`config.mk`:
```
export PLATFORM = sky130hd
export DESIGN_NAME = adc_scan_sequencer
export DESIGN_NICKNAME = d
export VERILOG_FILES = /design/src/rtl/adc_seq_pkg.sv /design/src/rtl/adc_seq_settle.sv /design/src/rtl/adc_seq_trig.sv /design/src/rtl/adc_seq_chan.sv /design/src/rtl/adc_seq_ctrl.sv /design/src/rtl/adc_scan_sequencer.sv
export SDC_FILE = /design/constraint.sdc
export NUM_CORES = 1
export LEC_CHECK = 0
export BUFFER_PORTS_ARGS = -buffer_cell sky130_fd_sc_hd__buf_2
export CORE_MARGIN = 1
export CORE_UTILIZATION = 33
export DETAILED_ROUTE_END_ITERATION = 12
export SYNTH_ARGS = -nofsm -noshare
export SYNTH_HDL_FRONTEND = slang
export SYNTH_SLANG_ARGS = --single-unit
```
`constraint.sdc`:
```
create_clock -name clk -period 2.6 [get_ports clk]
set_input_delay 0.78 -clock clk [delete_from_list [all_inputs] [get_ports clk]]
set_output_delay 0.78 -clock clk [all_outputs]
set_load 0.03 [all_outputs]
```
`src/rtl/adc_seq_pkg.sv`:
```
package adc_seq_pkg;
  typedef enum logic [1:0] {
    SQ_IDLE  = 2'd0,
    SQ_ISSUE = 2'd1,
    SQ_WAIT  = 2'd2
  } seq_state_t;

  typedef enum logic {
    SRC_TIMER = 1'b0,
    SRC_PIN   = 1'b1
  } hw_src_t;
endpackage

```
`src/rtl/adc_seq_settle.sv`:
```
module adc_seq_settle #(
  parameter int SETTLE_CYCLES = 500
) (
  input  logic clk,
  input  logic rst,
  input  logic restart,
  output logic active
);
  localparam int CNT_W = (SETTLE_CYCLES > 1) ? $clog2(SETTLE_CYCLES + 1) : 1;

  generate
    if (SETTLE_CYCLES == 0) begin : g_none
      assign active = 1'b0;
    end else begin : g_timer
      logic [CNT_W-1:0] cnt_q;
      logic             act_q;
      always_ff @(posedge clk) begin
        if (rst) begin
          cnt_q <= '0;
          act_q <= 1'b0;
        end else if (restart) begin
          cnt_q <= CNT_W'(SETTLE_CYCLES);
          act_q <= 1'b1;
        end else if (cnt_q != '0) begin
          cnt_q <= cnt_q - 1'b1;
          act_q <= (cnt_q != CNT_W'(1));
        end
      end
      assign active = act_q;
    end
  endgenerate
endmodule

```
`src/rtl/adc_seq_trig.sv`:
```
module adc_seq_trig
  import adc_seq_pkg::*;
#(
  parameter int SYNC_STAGES = 2
) (
  input  logic clk,
  input  logic rst,
  input  logic hw_en,
  input  logic hw_sel,
  input  logic sw_start,
  input  logic timer_tick,
  input  logic pin_async,
  output logic trig
);
  logic [SYNC_STAGES-1:0] sync_q;
  logic                   prev_q;
  logic                   pin_rise;

  genvar gi;
  generate
    for (gi = 0; gi < SYNC_STAGES; gi++) begin : g_sync
      always_ff @(posedge clk) begin
        if (rst) sync_q[gi] <= 1'b0;
        else if (gi == 0) sync_q[gi] <= pin_async;
        else sync_q[gi] <= sync_q[(gi == 0) ? 0 : gi-1];
      end
    end
  endgenerate

  always_ff @(posedge clk) begin
    if (rst) prev_q <= 1'b0;
    else     prev_q <= sync_q[SYNC_STAGES-1];
  end

  assign pin_rise = sync_q[SYNC_STAGES-1] & ~prev_q;

  always_comb begin
    if (!hw_en)                       trig = sw_start;
    else if (hw_src_t'(hw_sel) == SRC_PIN) trig = pin_rise;
    else                              trig = timer_tick;
  end
endmodule

```
`src/rtl/adc_seq_chan.sv`:
```
module adc_seq_chan #(
  parameter int CH_W = 4
) (
  input  logic            clk,
  input  logic            rst,
  input  logic            load,
  input  logic [CH_W-1:0] lo_in,
  input  logic [CH_W-1:0] hi_in,
  input  logic            advance,
  output logic [CH_W-1:0] lo_q,
  output logic [CH_W-1:0] hi_q,
  output logic [CH_W-1:0] cur_q,
  output logic            cur_is_hi
);
  logic [CH_W-1:0] nxt;

  assign cur_is_hi = (cur_q == hi_q);
  assign nxt       = cur_is_hi ? lo_q : cur_q + 1'b1;

  always_ff @(posedge clk) begin
    if (rst) begin
      lo_q  <= '0;
      hi_q  <= '0;
      cur_q <= '0;
    end else if (load) begin
      lo_q  <= lo_in;
      hi_q  <= hi_in;
      cur_q <= lo_in;
    end else if (advance) begin
      cur_q <= nxt;
    end
  end
endmodule

```
`src/rtl/adc_seq_ctrl.sv`:
```
module adc_seq_ctrl
  import adc_seq_pkg::*;
#(
  parameter int CH_W = 4
) (
  input  logic            clk,
  input  logic            rst,
  input  logic            trig,
  input  logic            blocked,
  input  logic            scan_en,
  input  logic            conv_done,
  input  logic [CH_W-1:0] cur_chan,
  input  logic            cur_is_hi,
  output logic            advance,
  output logic            busy,
  output logic            conv_start,
  output logic [CH_W-1:0] conv_chan
);
  seq_state_t state_q;
  logic       last_hi_q;

  assign advance = (state_q == SQ_ISSUE);

  always_ff @(posedge clk) begin
    if (rst) begin
      state_q    <= SQ_IDLE;
      busy       <= 1'b0;
      conv_start <= 1'b0;
      conv_chan  <= '0;
      last_hi_q  <= 1'b0;
    end else begin
      conv_start <= 1'b0;
      case (state_q)
        SQ_IDLE: begin
          if (trig && !blocked) begin
            state_q <= SQ_ISSUE;
            busy    <= 1'b1;
          end
        end
        SQ_ISSUE: begin
          conv_start <= 1'b1;
          conv_chan  <= cur_chan;
          last_hi_q  <= cur_is_hi;
          state_q    <= SQ_WAIT;
        end
        SQ_WAIT: begin
          if (conv_done) begin
            if (scan_en && !last_hi_q) begin
              state_q <= SQ_ISSUE;
            end else begin
              state_q <= SQ_IDLE;
              busy    <= 1'b0;
            end
          end
        end
        default: begin
          state_q <= SQ_IDLE;
          busy    <= 1'b0;
        end
      endcase
    end
  end
endmodule

```
`src/rtl/adc_scan_sequencer.sv`:
```
module adc_scan_sequencer #(
  parameter int CH_W          = 4,
  parameter int GAIN_W        = 2,
  parameter int SETTLE_CYCLES = 500,
  parameter int SYNC_STAGES   = 2
) (
  input  logic              clk,
  input  logic              rst,
  input  logic              cfg_wr_chan,
  input  logic [CH_W-1:0]   cfg_lo,
  input  logic [CH_W-1:0]   cfg_hi,
  input  logic              cfg_wr_ctl,
  input  logic              cfg_scan_en,
  input  logic [GAIN_W-1:0] cfg_gain,
  input  logic              hw_trig_en,
  input  logic              hw_trig_sel,
  input  logic              sw_start,
  input  logic              timer_tick,
  input  logic              ext_trig,
  input  logic              conv_done,
  output logic              conv_start,
  output logic [CH_W-1:0]   conv_chan,
  output logic              busy,
  output logic              settling,
  output logic [CH_W-1:0]   cur_chan,
  output logic [CH_W-1:0]   rd_lo,
  output logic [CH_W-1:0]   rd_hi,
  output logic              rd_scan_en,
  output logic [GAIN_W-1:0] rd_gain
);
  logic any_wr;
  logic trig;
  logic advance;
  logic cur_is_hi;

  assign any_wr = cfg_wr_chan | cfg_wr_ctl;

  always_ff @(posedge clk) begin
    if (rst) begin
      rd_scan_en <= 1'b0;
      rd_gain    <= '0;
    end else if (cfg_wr_ctl) begin
      rd_scan_en <= cfg_scan_en;
      rd_gain    <= cfg_gain;
    end
  end

  adc_seq_settle #(.SETTLE_CYCLES(SETTLE_CYCLES)) u_settle (
    .clk     (clk),
    .rst     (rst),
    .restart (any_wr),
    .active  (settling)
  );

  adc_seq_trig #(.SYNC_STAGES(SYNC_STAGES)) u_trig (
    .clk        (clk),
    .rst        (rst),
    .hw_en      (hw_trig_en),
    .hw_sel     (hw_trig_sel),
    .sw_start   (sw_start),
    .timer_tick (timer_tick),
    .pin_async  (ext_trig),
    .trig       (trig)
  );

  adc_seq_chan #(.CH_W(CH_W)) u_chan (
    .clk       (clk),
    .rst       (rst),
    .load      (cfg_wr_chan),
    .lo_in     (cfg_lo),
    .hi_in     (cfg_hi),
    .advance   (advance),
    .lo_q      (rd_lo),
    .hi_q      (rd_hi),
    .cur_q     (cur_chan),
    .cur_is_hi (cur_is_hi)
  );

  adc_seq_ctrl #(.CH_W(CH_W)) u_ctrl (
    .clk        (clk),
    .rst        (rst),
    .trig       (trig),
    .blocked    (settling | any_wr),
    .scan_en    (rd_scan_en),
    .conv_done  (conv_done),
    .cur_chan   (cur_chan),
    .cur_is_hi  (cur_is_hi),
    .advance    (advance),
    .busy       (busy),
    .conv_start (conv_start),
    .conv_chan  (conv_chan)
  );
endmodule

```
==> impl_metrics.xml, run 1 <==
<?xml version="1.0" encoding="UTF-8"?>
<metrics>
  <group name="finish">
    <metric name="layout-area-overhead-vs-synth" unit="%">21.8</metric>
    <metric name="num-nets-final" unit="">245</metric>
    <metric name="antenna_diode_count" unit="">0</metric>
    <metric name="final_cells" unit="">289</metric>
    <metric name="post_route_cells_drive_above_1_share" unit="">0.261</metric>
  </group>
  <group name="placed_design">
    <metric name="finalWeightedCongestion" unit="">0.777</metric>
    <metric name="detailed_placement_hpwl" unit="mm">2.43</metric>
    <metric name="place.detailed.instances" unit="">281</metric>
    <metric name="numPortBuffers" unit="">42</metric>
  </group>
  <group name="die">
    <metric name="floorplan.die_area" unit="um^2">5330</metric>
    <metric name="io_pins" unit="">43</metric>
    <metric name="die-width" unit="um">73.0</metric>
    <metric name="design.core.area" unit="um^2">4790</metric>
    <metric name="start_util" unit="">0.347</metric>
    <metric name="fp.dieH" unit="um">73.0</metric>
    <metric name="rows" unit="">25</metric>
  </group>
  <group name="worst_setup_path">
    <metric name="cp_num_buf_inv" unit="">1</metric>
    <metric name="timing.rr.end" unit="">u_settle.g_timer.cnt_q[1]$_SDFFE_PP0P_</metric>
    <metric name="cpPeakStageDelay" unit="ns">0.50</metric>
    <metric name="critPathKind" unit="">register to output pin</metric>
    <metric name="worstSetupEndpointType" unit="">output pin</metric>
    <metric name="worst-endpoint-required" unit="ns">1.82</metric>
    <metric name="timing.rr.start" unit="">u_settle.g_timer.cnt_q[0]$_SDFFE_PP0P_</metric>
    <metric name="critPathSlowestCell" unit="">sky130_fd_sc_hd__dfxtp_1</metric>
    <metric name="critical_path_peak_fanout" unit="">7</metric>
    <metric name="r2r_setup_slack" unit="ns">0.85</metric>
    <metric name="start_kind" unit="">register</metric>
    <metric name="crit_start" unit="">u_chan.cur_q[0]$_SDFFE_PP0P_</metric>
    <metric name="critical_path.top_delay_family" unit="">flip-flops</metric>
    <metric name="critical_path_arrival" unit="ns">1.05</metric>
    <metric name="timing.critical_path.cells" unit="">buf_2</metric>
    <metric name="reg2regPathDepth" unit="">5</metric>
  </group>
  <group name="synth">
    <metric name="synth.yosys.warnings" unit="">0</metric>
    <metric name="async_flop_share" unit="">0</metric>
    <metric name="synth_xor_xnor_area_share" unit="">0.0369</metric>
    <metric name="synth_sequential_area_ratio" unit="">0.445</metric>
    <metric name="synth_area" unit="um^2">1660</metric>
    <metric name="ys.flop_type" unit="">sky130_fd_sc_hd__dfxtp_1</metric>
    <metric name="yosys-mux-area-fraction" unit="">0.0963</metric>
    <metric name="post_synth_and_or_nand_nor_area_fraction" unit="">0.218</metric>
    <metric name="synthDistinctLibCells" unit="">37</metric>
    <metric name="synth_top_family_by_area" unit="">simple AND/OR/NAND/NOR gates</metric>
    <metric name="post_synth.cell_area_avg" unit="um^2">9.29</metric>
    <metric name="compound_cell_area_share_of_the_yosys_netlist" unit="">0.127</metric>
    <metric name="edff_count_synth" unit="">0</metric>
    <metric name="synth_fp_nets" unit="">203</metric>
    <metric name="synth-adder-area-share" unit="">0.0226</metric>
    <metric name="ys_ff_latch" unit="">37</metric>
    <metric name="synthCells" unit="">179</metric>
  </group>
  <group name="power">
    <metric name="post_route_total_power" unit="mW">1.33</metric>
    <metric name="power.density_cell_area" unit="nW/um^2">658</metric>
    <metric name="ir_drop" unit="V">0.000374</metric>
    <metric name="static-leakage-power" unit="nW">0.878</metric>
  </group>
  <group name="cts">
    <metric name="postCtsSetupBuffers" unit="">0</metric>
    <metric name="clk_latency" unit="ns">0.29</metric>
    <metric name="clock_sinks" unit="">37</metric>
    <metric name="path_clk_slew" unit="ns">0.08</metric>
    <metric name="cts_made_buffers" unit="">5</metric>
    <metric name="cts_repair_resize_count" unit="">0</metric>
    <metric name="clock-root-buffer" unit="">sky130_fd_sc_hd__clkbuf_8</metric>
    <metric name="htree_num_levels" unit="">2</metric>
    <metric name="clockBufferDepth" unit="">2</metric>
    <metric name="clock_tree_from_tritoncts" unit="">done</metric>
    <metric name="cts-hold-fix-buffers" unit="">0</metric>
  </group>
  <group name="global_routing">
    <metric name="grt_overflow" unit="">0</metric>
    <metric name="antenna_violations_before_repair" unit="">0</metric>
    <metric name="grt_pass1_wl" unit="mm">5.35</metric>
    <metric name="tot_gr_track_use" unit="">0.131</metric>
    <metric name="grt_pass1_vias" unit="">1189</metric>
    <metric name="grt_max_degree" unit="">23</metric>
  </group>
  <group name="detailed_routing">
    <metric name="first_pass_iters" unit="">4</metric>
    <metric name="drt.antenna.violating_nets" unit="">0</metric>
    <metric name="remaining_drc_errors" unit="">0</metric>
    <metric name="routed_wl" unit="mm">3.31</metric>
    <metric name="route.detailed.wl_per_inst" unit="um">11.5</metric>
    <metric name="drt-initial-drc-count" unit="">32</metric>
    <metric name="vias_after_detailed_routing" unit="">1348</metric>
    <metric name="vias_per_cell" unit="">4.66</metric>
  </group>
  <group name="min_path">
    <metric name="worstHoldEndpoint" unit="">u_trig.sync_q[1]$_SDFF_PP0_</metric>
    <metric name="worst_hold_stages" unit="">1</metric>
    <metric name="min_path_type" unit="">register to register</metric>
    <metric name="hold_path_startpoint" unit="">u_trig.sync_q[0]$_SDFF_PP0_</metric>
  </group>
  <group name="timing">
    <metric name="report.final.setup_viol" unit="">0</metric>
    <metric name="finalMaxSlewViolations" unit="">0</metric>
    <metric name="worst_margin_slew" unit="ns">0.526</metric>
    <metric name="finalHoldViolations" unit="">0</metric>
    <metric name="setup_repair_after_global_routing_missed_its_margin" unit="">no</metric>
    <metric name="timing.max_slew.rel_slack" unit="">0.649</metric>
    <metric name="setup_tns" unit="ns">0</metric>
    <metric name="layout_min_cycle_time" unit="ns">1.83</metric>
    <metric name="tcrit_tclk_final" unit="">0.703</metric>
    <metric name="clock-skew-final" unit="ns">0.00659</metric>
    <metric name="timing.fmax" unit="MHz">547</metric>
  </group>
  <group name="flow_run">
    <metric name="timing.max_cap.violations" unit="">0</metric>
  </group>
  <group name="outcome">
    <metric name="status" unit="">complete, no violations</metric>
  </group>
</metrics>
-- how the worst max path moves through the flow --
stage | to | slack [ns] | depth (start not counted)
after floorplan | u_chan.lo_q[1]$_SDFFE_PP0P_ | 0.92 | 4
after global placement | u_settle.g_timer.cnt_q[2]$_SDFFE_PP0P_ | 0.65 | 5
after detailed placement | u_settle.g_timer.cnt_q[2]$_SDFFE_PP0P_ | 0.62 | 5
after CTS | cur_chan[0] | 0.76 | 1
after global routing | cur_chan[2] | 0.71 | 1
final | cur_chan[0] | 0.77 | 1
-- sequential cells by signal, indices dropped and copies added, names as in the netlist --
register / count
u_chan.lo_q: 4
u_chan.hi_q: 4
u_settle.active: 1
u_trig.sync_q: 2
u_trig.prev_q: 1
u_ctrl.conv_start: 1
u_ctrl.conv_chan: 4
rd_scan_en: 1
rd_gain: 2
u_chan.cur_q: 4
u_ctrl.last_hi_q: 1
u_ctrl.state_q: 2
u_ctrl.busy: 1
u_settle.g_timer.cnt_q: 9
-- layout make-up --
type	count	area (um^2)
inverter	8	30.0
sequential	37	741
multi-input combinational	126	833
clock buffer	6	82.6
fill	482	2760
clock inverter	2	37.5
timing repair buffer	43	218
tap	67	83.8
-- per-layer routing --
metal,share of wire,GRT usage,up-vias
li1,-,-,710
met1,0.51,0.177,606
met2,0.44,0.198,27
met3,0.045,0.0414,5
met4,0.013,0.0458,0
met5,0,0,-
-- report_power, final --
group / leakage [nW] / internal, mW / switching (mW)
Clock: 0.0574 / 0.312 / 0.203
Combinational: 0.516 / 0.0797 / 0.111
Sequential: 0.305 / 0.595 / 0.0323
Total: 0.878 / 0.986 / 0.346
-- cells by family (layout without fill, tap and decap cells) --
logic type / count (synthesis) / after routing
AND/OR/NAND/NOR: 66 / 66
flip-flops: 37 / 37
AO/OA/AOI/OAI: 34 / 34
multiplexers: 16 / 16
buffers and inverters: 16 / 59
XOR/XNOR: 7 / 7
adder cells (fa/ha/maj): 3 / 3
-- cells in the final DEF (no fill, tap or decap), types with 6 or more instances in the layout --
master and n:
sky130_fd_sc_hd__nor2b_1 6, sky130_fd_sc_hd__nor2_1 20, sky130_fd_sc_hd__nand2_1 14, sky130_fd_sc_hd__nor3_1 6, sky130_fd_sc_hd__a21oi_1 15, sky130_fd_sc_hd__buf_2 42
sky130_fd_sc_hd__mux2i_1 16, sky130_fd_sc_hd__clkbuf_8 6, sky130_fd_sc_hd__dfxtp_1 37, sky130_fd_sc_hd__inv_1 8
-- cell usage after synthesis (all sizes together), types with 2 or more instances --
cell type | number | share of area
a21oi | 15 | 0.045
a22oi | 4 | 0.018
a31oi | 4 | 0.015
clkbuf | 7 | 0.029
dfxtp | 37 | 0.45
ha | 3 | 0.023
inv | 8 | 0.018
mux2i | 16 | 0.096
nand2 | 14 | 0.032
nand2b | 3 | 0.011
nand3 | 3 | 0.0090
nor2 | 21 | 0.049
nor2b | 6 | 0.023
nor3 | 6 | 0.018
nor4 | 3 | 0.024
o21ai | 3 | 0.0090
o22ai | 3 | 0.011
or3 | 4 | 0.015
or4 | 2 | 0.014
xnor2 | 3 | 0.016
xor2 | 4 | 0.021
-- through the flow --
step	utilization	setup slack (ns)	area, um^2	hold slack [ns]
4_1_cts	0.423	0.758	2030	0.447
2_1_floorplan	-	0.924	1660	0.414
3_5_place_dp	0.398	0.622	1910	0.430
6_report	0.423	0.773	2030	0.444
5_1_grt	0.423	0.707	2030	0.461
3_3_place_gp	0.398	0.655	1910	0.431
No activity file was read; power rests on OpenSTA's default activity.
==> run 2: changes to the inputs <==
Clock period 2.6 ns to 1.75 ns, I/O delays scaled along.
==> run 2 against run 1 <==
Against the previous run:
- clock-buffer cell count increased by 1
- design area increased by 3.4%
- clock skew decreased by 0.0013 ns
- sequential power increased by 48%
- core utilization increased by 1.4 points
- sequential cell count unchanged
- largest cell class unchanged
==> impl_metrics.xml, run 2 (same netlist as run 1, synthesis figures left out) <==
<?xml version="1.0" encoding="UTF-8"?>
<metrics>
  <group name="finish">
    <metric name="multi_input_area" unit="um^2">853</metric>
    <metric name="layout.cells.most_common_list" unit="">42 x sky130_fd_sc_hd__buf_2, 37 x sky130_fd_sc_hd__dfxtp_1, 20 x sky130_fd_sc_hd__nor2_1</metric>
    <metric name="utilization" unit="">0.438</metric>
    <metric name="layout-area-overhead-vs-synth" unit="%">26.0</metric>
    <metric name="fillCellCount" unit="">473</metric>
    <metric name="layout.cells.most_common" unit="">sky130_fd_sc_hd__buf_2</metric>
    <metric name="largest_register_ff_count" unit="">9</metric>
    <metric name="num-nets-final" unit="">254</metric>
    <metric name="max_flop_register" unit="">u_settle.g_timer.cnt_q</metric>
    <metric name="final_cells" unit="">298</metric>
    <metric name="antenna_diode_count" unit="">0</metric>
    <metric name="post_route_cells_drive_above_1_share" unit="">0.303</metric>
    <metric name="register_area" unit="um^2">741</metric>
  </group>
  <group name="die">
    <metric name="design.core.area" unit="um^2">4790</metric>
    <metric name="rows" unit="">25</metric>
    <metric name="io_pins" unit="">43</metric>
    <metric name="start_util" unit="">0.347</metric>
    <metric name="floorplan.die_area" unit="um^2">5330</metric>
    <metric name="fp.dieH" unit="um">73.0</metric>
    <metric name="die-width" unit="um">73.0</metric>
  </group>
  <group name="global_routing">
    <metric name="tot_gr_track_use" unit="">0.138</metric>
    <metric name="grt_max_degree" unit="">18</metric>
    <metric name="antenna_violations_before_repair" unit="">0</metric>
    <metric name="grt_pass1_vias" unit="">1251</metric>
    <metric name="grt_pass1_wl" unit="mm">5.68</metric>
    <metric name="grt_overflow" unit="">0</metric>
  </group>
  <group name="cts">
    <metric name="path_clk_slew" unit="ns">0.07</metric>
    <metric name="htree_num_levels" unit="">2</metric>
    <metric name="clockBufferDepth" unit="">2</metric>
    <metric name="cts_made_buffers" unit="">5</metric>
    <metric name="clock_tree_from_tritoncts" unit="">done</metric>
    <metric name="clk_latency" unit="ns">0.28</metric>
    <metric name="clock_sinks" unit="">37</metric>
    <metric name="clock-root-buffer" unit="">sky130_fd_sc_hd__clkbuf_8</metric>
  </group>
  <group name="worst_setup_path">
    <metric name="critical_path.top_delay_family" unit="">simple AND/OR/NAND/NOR gates</metric>
    <metric name="critical_path_arrival" unit="ns">1.87</metric>
    <metric name="critical_path_peak_fanout" unit="">5</metric>
    <metric name="worstSetupEndpointType" unit="">register</metric>
    <metric name="timing.critical_path.cells" unit="">inv_1, ha_2, or3b_4, or3_1, a31oi_1</metric>
    <metric name="worst-endpoint-required" unit="ns">1.96</metric>
    <metric name="critPathKind" unit="">register to register</metric>
    <metric name="cp_num_buf_inv" unit="">1</metric>
    <metric name="start_kind" unit="">register</metric>
    <metric name="cpPeakStageDelay" unit="ns">0.42</metric>
    <metric name="critPathSlowestCell" unit="">sky130_fd_sc_hd__or3b_4</metric>
  </group>
  <group name="detailed_routing">
    <metric name="drt-initial-drc-count" unit="">56</metric>
    <metric name="remaining_drc_errors" unit="">0</metric>
    <metric name="first_pass_iters" unit="">4</metric>
    <metric name="route.detailed.wl_per_inst" unit="um">11.7</metric>
    <metric name="routed_wl" unit="mm">3.49</metric>
    <metric name="drt.antenna.violating_nets" unit="">0</metric>
    <metric name="vias_after_detailed_routing" unit="">1419</metric>
    <metric name="vias_per_cell" unit="">4.76</metric>
  </group>
  <group name="timing">
    <metric name="timing.fmax" unit="MHz">603</metric>
    <metric name="clock-skew-final" unit="ns">0.00534</metric>
    <metric name="worst_margin_slew" unit="ns">0.500</metric>
    <metric name="timing.max_slew.rel_slack" unit="">0.664</metric>
    <metric name="setup_repair_after_global_routing_missed_its_margin" unit="">no</metric>
    <metric name="report.final.setup_viol" unit="">0</metric>
    <metric name="tcrit_tclk_final" unit="">0.948</metric>
    <metric name="finalMaxSlewViolations" unit="">0</metric>
    <metric name="setup_tns" unit="ns">0</metric>
    <metric name="finalHoldViolations" unit="">0</metric>
    <metric name="layout_min_cycle_time" unit="ns">1.66</metric>
  </group>
  <group name="power">
    <metric name="power.density_cell_area" unit="nW/um^2">902</metric>
    <metric name="ir_drop" unit="V">0.000487</metric>
    <metric name="static-leakage-power" unit="nW">0.928</metric>
    <metric name="post_route_total_power" unit="mW">1.89</metric>
  </group>
  <group name="placed_design">
    <metric name="numPortBuffers" unit="">42</metric>
    <metric name="detailed_placement_hpwl" unit="mm">2.59</metric>
    <metric name="place.detailed.instances" unit="">289</metric>
    <metric name="finalWeightedCongestion" unit="">0.850</metric>
  </group>
  <group name="min_path">
    <metric name="min_path_type" unit="">register to register</metric>
  </group>
  <group name="outcome">
    <metric name="status" unit="">complete, no violations</metric>
  </group>
  <group name="flow_run">
    <metric name="timing.max_cap.violations" unit="">0</metric>
  </group>
</metrics>
-- run 2: worst paths after layout --
| path | from | slack [ns] | endpoint | depth (start not counted) |
|---|---|---|---|---|
| max | u_settle.g_timer.cnt_q[0]$_SDFFE_PP0P_ | 0.09 | u_settle.g_timer.cnt_q[4]$_SDFFE_PP0P_ | 5 |
| min | u_trig.sync_q[0]$_SDFF_PP0_ | 0.44 | u_trig.sync_q[1]$_SDFF_PP0_ | 1 |
| max reg2reg | u_settle.g_timer.cnt_q[0]$_SDFFE_PP0P_ | 0.09 | u_settle.g_timer.cnt_q[4]$_SDFFE_PP0P_ | 5 |
| min reg2reg | u_trig.sync_q[0]$_SDFF_PP0_ | 0.44 | u_trig.sync_q[1]$_SDFF_PP0_ | 1 |
-- run 2: layer usage --
metal / global-route usage / vias up / share of wire
li1: - / 730 / -
met2: 0.197 / 34 / 0.45
met1: 0.195 / 649 / 0.49
met4: 0.0741 / 0 / 0.021
met3: 0.0290 / 6 / 0.036
met5: 0 / - / 0
-- run 2: timing repair --
item / CTS / global route
hold buffers: 0 / 0
setup buffers: 0 / 1
endpoints found under the setup margin: 1 / 3
gates resized for setup: 1 / 4
-- run 2: stage by stage --
step / worst slack [ns] / cell area (um^2) / hold WS [ns]
after floorplan: 0.125 / 1660 / 0.414
after global placement: 0.0896 / 1970 / 0.436
after global routing: 0.000976 / 2090 / 0.464
after detailed placement: -0.0345 / 1970 / 0.430
after CTS: 0.0130 / 2080 / 0.446
final: 0.0909 / 2090 / 0.442
-- run 2: area by class of cell --
class                   instances  area share
multi-input cells             126       0.407
flip-flops and latches         37       0.354
clock buffers                   7      0.0460
repair buffers                 52       0.136
clock inverters                 1     0.00239
inverters                       8      0.0143
well taps                      67      0.0400
-- run 2: power breakdown --
group | leakage (nW) | switching (mW) | internal (mW) | total [mW]
combinational | 0.569 | 0.177 | 0.138 | 0.316
clock | 0.0542 | 0.289 | 0.356 | 0.645
sequential | 0.305 | 0.0454 | 0.884 | 0.929
==> run 3: changes to the inputs <==
Settings changed: BUFFER_PORTS_ARGS -buffer_cell sky130_fd_sc_hd__buf_2 to -buffer_cell sky130_fd_sc_hd__buf_4, GPL_ROUTABILITY_DRIVEN set to 0.
==> run 3 against run 2 <==
Against the previous run:
- total power down 2.9%
- maximum frequency up 2.3%
- critical path type unchanged
- design area up 2.7%
- largest power group unchanged
==> impl_metrics.xml, run 3 (same netlist as run 1, synthesis figures left out) <==
<?xml version="1.0" encoding="UTF-8"?>
<metrics>
  <group name="cts">
    <metric name="path_clk_slew" unit="ns">0.07</metric>
    <metric name="postCtsSetupBuffers" unit="">0</metric>
    <metric name="clock-root-buffer" unit="">sky130_fd_sc_hd__clkbuf_8</metric>
    <metric name="cts_made_buffers" unit="">5</metric>
    <metric name="htree_num_levels" unit="">2</metric>
    <metric name="clock_sinks" unit="">37</metric>
    <metric name="clk_latency" unit="ns">0.28</metric>
    <metric name="clock_tree_from_tritoncts" unit="">done</metric>
    <metric name="clockBufferDepth" unit="">2</metric>
  </group>
  <group name="detailed_routing">
    <metric name="route.detailed.wl_per_inst" unit="um">12.1</metric>
    <metric name="drt.antenna.violating_nets" unit="">0</metric>
    <metric name="met2_wirelength" unit="mm">1.60</metric>
    <metric name="vias_per_cell" unit="">4.74</metric>
    <metric name="remaining_drc_errors" unit="">0</metric>
    <metric name="vias_after_detailed_routing" unit="">1402</metric>
    <metric name="routed_wl" unit="mm">3.59</metric>
    <metric name="first_pass_iters" unit="">4</metric>
    <metric name="drt-initial-drc-count" unit="">58</metric>
    <metric name="wl_met3" unit="um">178</metric>
    <metric name="met1Wirelength" unit="mm">1.77</metric>
    <metric name="top_signal_layer_used" unit="">met4</metric>
  </group>
  <group name="power">
    <metric name="post_route_total_power" unit="mW">1.84</metric>
    <metric name="power.density_cell_area" unit="nW/um^2">853</metric>
    <metric name="ir_drop" unit="V">0.000396</metric>
    <metric name="static-leakage-power" unit="nW">0.924</metric>
  </group>
  <group name="global_routing">
    <metric name="tot_gr_track_use" unit="">0.140</metric>
    <metric name="grt_max_degree" unit="">29</metric>
    <metric name="antenna_violations_before_repair" unit="">0</metric>
    <metric name="grt_pass1_wl" unit="mm">5.69</metric>
    <metric name="grt_pass1_vias" unit="">1286</metric>
    <metric name="grt_overflow" unit="">0</metric>
  </group>
  <group name="min_path">
    <metric name="hold_path_startpoint" unit="">u_trig.sync_q[0]$_SDFF_PP0_</metric>
    <metric name="worst_hold_stages" unit="">1</metric>
    <metric name="min_path_type" unit="">register to register</metric>
    <metric name="worstHoldEndpoint" unit="">u_trig.sync_q[1]$_SDFF_PP0_</metric>
  </group>
  <group name="outcome">
    <metric name="status" unit="">complete, no violations</metric>
  </group>
  <group name="timing">
    <metric name="final_worst_setup_slack" unit="ns">0.129</metric>
    <metric name="finalMaxSlewViolations" unit="">0</metric>
    <metric name="timing.max_slew.rel_slack" unit="">0.772</metric>
    <metric name="clock-skew-final" unit="ns">0.00608</metric>
    <metric name="setup_repair_after_global_routing_missed_its_margin" unit="">no</metric>
    <metric name="finalHoldViolations" unit="">0</metric>
    <metric name="timing.fmax" unit="MHz">617</metric>
    <metric name="layout_min_cycle_time" unit="ns">1.62</metric>
    <metric name="worst_margin_slew" unit="ns">0.338</metric>
    <metric name="setup_tns" unit="ns">0</metric>
    <metric name="tcrit_tclk_final" unit="">0.926</metric>
    <metric name="report.final.setup_viol" unit="">0</metric>
  </group>
  <group name="finish">
    <metric name="layout-area-overhead-vs-synth" unit="%">29.4</metric>
    <metric name="num-nets-final" unit="">252</metric>
    <metric name="antenna_diode_count" unit="">0</metric>
    <metric name="layout.cells.most_common_list" unit="">50 x sky130_fd_sc_hd__buf_4, 37 x sky130_fd_sc_hd__dfxtp_1, 20 x sky130_fd_sc_hd__nor2_1</metric>
    <metric name="final_cell_area" unit="um^2">2150</metric>
    <metric name="post_route_cells_drive_above_1_share" unit="">0.271</metric>
    <metric name="layout.cells.most_common" unit="">sky130_fd_sc_hd__buf_4</metric>
    <metric name="fillCellCount" unit="">487</metric>
    <metric name="largest_register_ff_count" unit="">9</metric>
    <metric name="max_flop_register" unit="">u_settle.g_timer.cnt_q</metric>
    <metric name="final_cells" unit="">296</metric>
  </group>
  <group name="placed_design">
    <metric name="placement.setup.worst_slack" unit="ns">0.101</metric>
    <metric name="detailed_placement_hpwl" unit="mm">2.57</metric>
    <metric name="numPortBuffers" unit="">42</metric>
    <metric name="postPlaceCellArea" unit="um^2">2060</metric>
    <metric name="place.detailed.instances" unit="">288</metric>
  </group>
  <group name="worst_setup_path">
    <metric name="timing.rr.end" unit="">u_settle.g_timer.cnt_q[6]$_SDFFE_PP0P_</metric>
    <metric name="critical_path_peak_fanout" unit="">4</metric>
    <metric name="worst-endpoint-required" unit="ns">1.92</metric>
    <metric name="reg2regPathDepth" unit="">6</metric>
    <metric name="cp_num_buf_inv" unit="">1</metric>
    <metric name="timing.rr.start" unit="">u_settle.g_timer.cnt_q[0]$_SDFFE_PP0P_</metric>
    <metric name="timing.critical_path.cells" unit="">inv_1, ha_1, or3b_1, nor3_1, mux2i_1, a21oi_1</metric>
    <metric name="critical_path.top_delay_family" unit="">simple AND/OR/NAND/NOR gates</metric>
    <metric name="cpPeakStageDelay" unit="ns">0.41</metric>
    <metric name="start_kind" unit="">register</metric>
    <metric name="critical_path_arrival" unit="ns">1.79</metric>
    <metric name="r2r_setup_slack" unit="ns">0.13</metric>
    <metric name="worstSetupEndpointType" unit="">register</metric>
    <metric name="critPathSlowestCell" unit="">sky130_fd_sc_hd__or3b_1</metric>
    <metric name="critPathKind" unit="">register to register</metric>
  </group>
  <group name="die">
    <metric name="start_util" unit="">0.347</metric>
    <metric name="floorplan.die_area" unit="um^2">5330</metric>
    <metric name="fp.dieH" unit="um">73.0</metric>
    <metric name="die-width" unit="um">73.0</metric>
    <metric name="io_pins" unit="">43</metric>
    <metric name="design.core.area" unit="um^2">4790</metric>
    <metric name="rows" unit="">25</metric>
  </group>
  <group name="flow_run">
    <metric name="timing.max_cap.violations" unit="">0</metric>
  </group>
</metrics>
-- run 3: cell types whose count changed in the layout (fill, tap and decap cells not counted) --
cell / before / now
sky130_fd_sc_hd__a2111oi_0: 0 / 1
sky130_fd_sc_hd__a2111oi_1: 1 / 0
sky130_fd_sc_hd__buf_2: 42 / 0
sky130_fd_sc_hd__buf_4: 10 / 50
sky130_fd_sc_hd__clkbuf_1: 0 / 3
sky130_fd_sc_hd__clkbuf_8: 7 / 5
sky130_fd_sc_hd__clkinv_2: 1 / 0
sky130_fd_sc_hd__ha_1: 2 / 3
sky130_fd_sc_hd__ha_2: 1 / 0
sky130_fd_sc_hd__nor3_1: 5 / 6
sky130_fd_sc_hd__nor3_2: 1 / 0
sky130_fd_sc_hd__or3b_1: 0 / 1
sky130_fd_sc_hd__or3b_4: 1 / 0
-- run 3: worst max path at each step --
stage,from,endpoint,slack (ns),cells after the start
final,u_settle.g_timer.cnt_q[0]$_SDFFE_PP0P_,u_settle.g_timer.cnt_q[6]$_SDFFE_PP0P_,0.13,6
after global routing,u_settle.g_timer.cnt_q[0]$_SDFFE_PP0P_,u_settle.g_timer.cnt_q[6]$_SDFFE_PP0P_,0.006,6
after CTS,u_settle.g_timer.cnt_q[0]$_SDFFE_PP0P_,u_settle.g_timer.cnt_q[1]$_SDFFE_PP0P_,0.08,5
after detailed placement,u_settle.g_timer.cnt_q[0]$_SDFFE_PP0P_,u_settle.g_timer.cnt_q[1]$_SDFFE_PP0P_,0.10,5
after global placement,u_settle.g_timer.cnt_q[0]$_SDFFE_PP0P_,u_settle.g_timer.cnt_q[1]$_SDFFE_PP0P_,0.15,5
after floorplan,u_chan.cur_q[2]$_SDFFE_PP0P_,u_chan.cur_q[0]$_SDFFE_PP0P_,0.13,4
-- run 3: power by group --
group          internal [mW]  switching (mW)  leakage (nW)
sequential             0.884          0.0455         0.305
clock                  0.283           0.286        0.0395
combinational          0.161           0.176         0.580
total                   1.33           0.508         0.924
-- run 3: repair_timing --
item                       in CTS  in global routing
hold buffers                    0                  0
resized for setup               0                  1
setup endpoints to repair       0                  1
-- run 3: metal layers --
layer	track usage	vias up
li1	-	724
met5	0	-
met1	0.190	630
met2	0.209	43
met4	0.0654	0
met3	0.0318	5
-- run 3: cell type report --
type,count,area (um^2),area share
repair buffers,50,375,0.174
multi-input cells,126,842,0.391
well taps,67,83.8,0.0390
inverters,8,30.0,0.0140
clock buffers,8,80.1,0.0372
flip-flops and latches,37,741,0.344
-- run 3: per-stage QoR --
| stage | hold WS [ns] | util |
|---|---|---|
| 4_1_cts | 0.445 | 0.448 |
| 3_3_place_gp | 0.443 | 0.431 |
| 2_1_floorplan | 0.414 | - |
| 6_report | 0.451 | 0.450 |
| 3_5_place_dp | 0.444 | 0.431 |
| 5_1_grt | 0.461 | 0.450 |
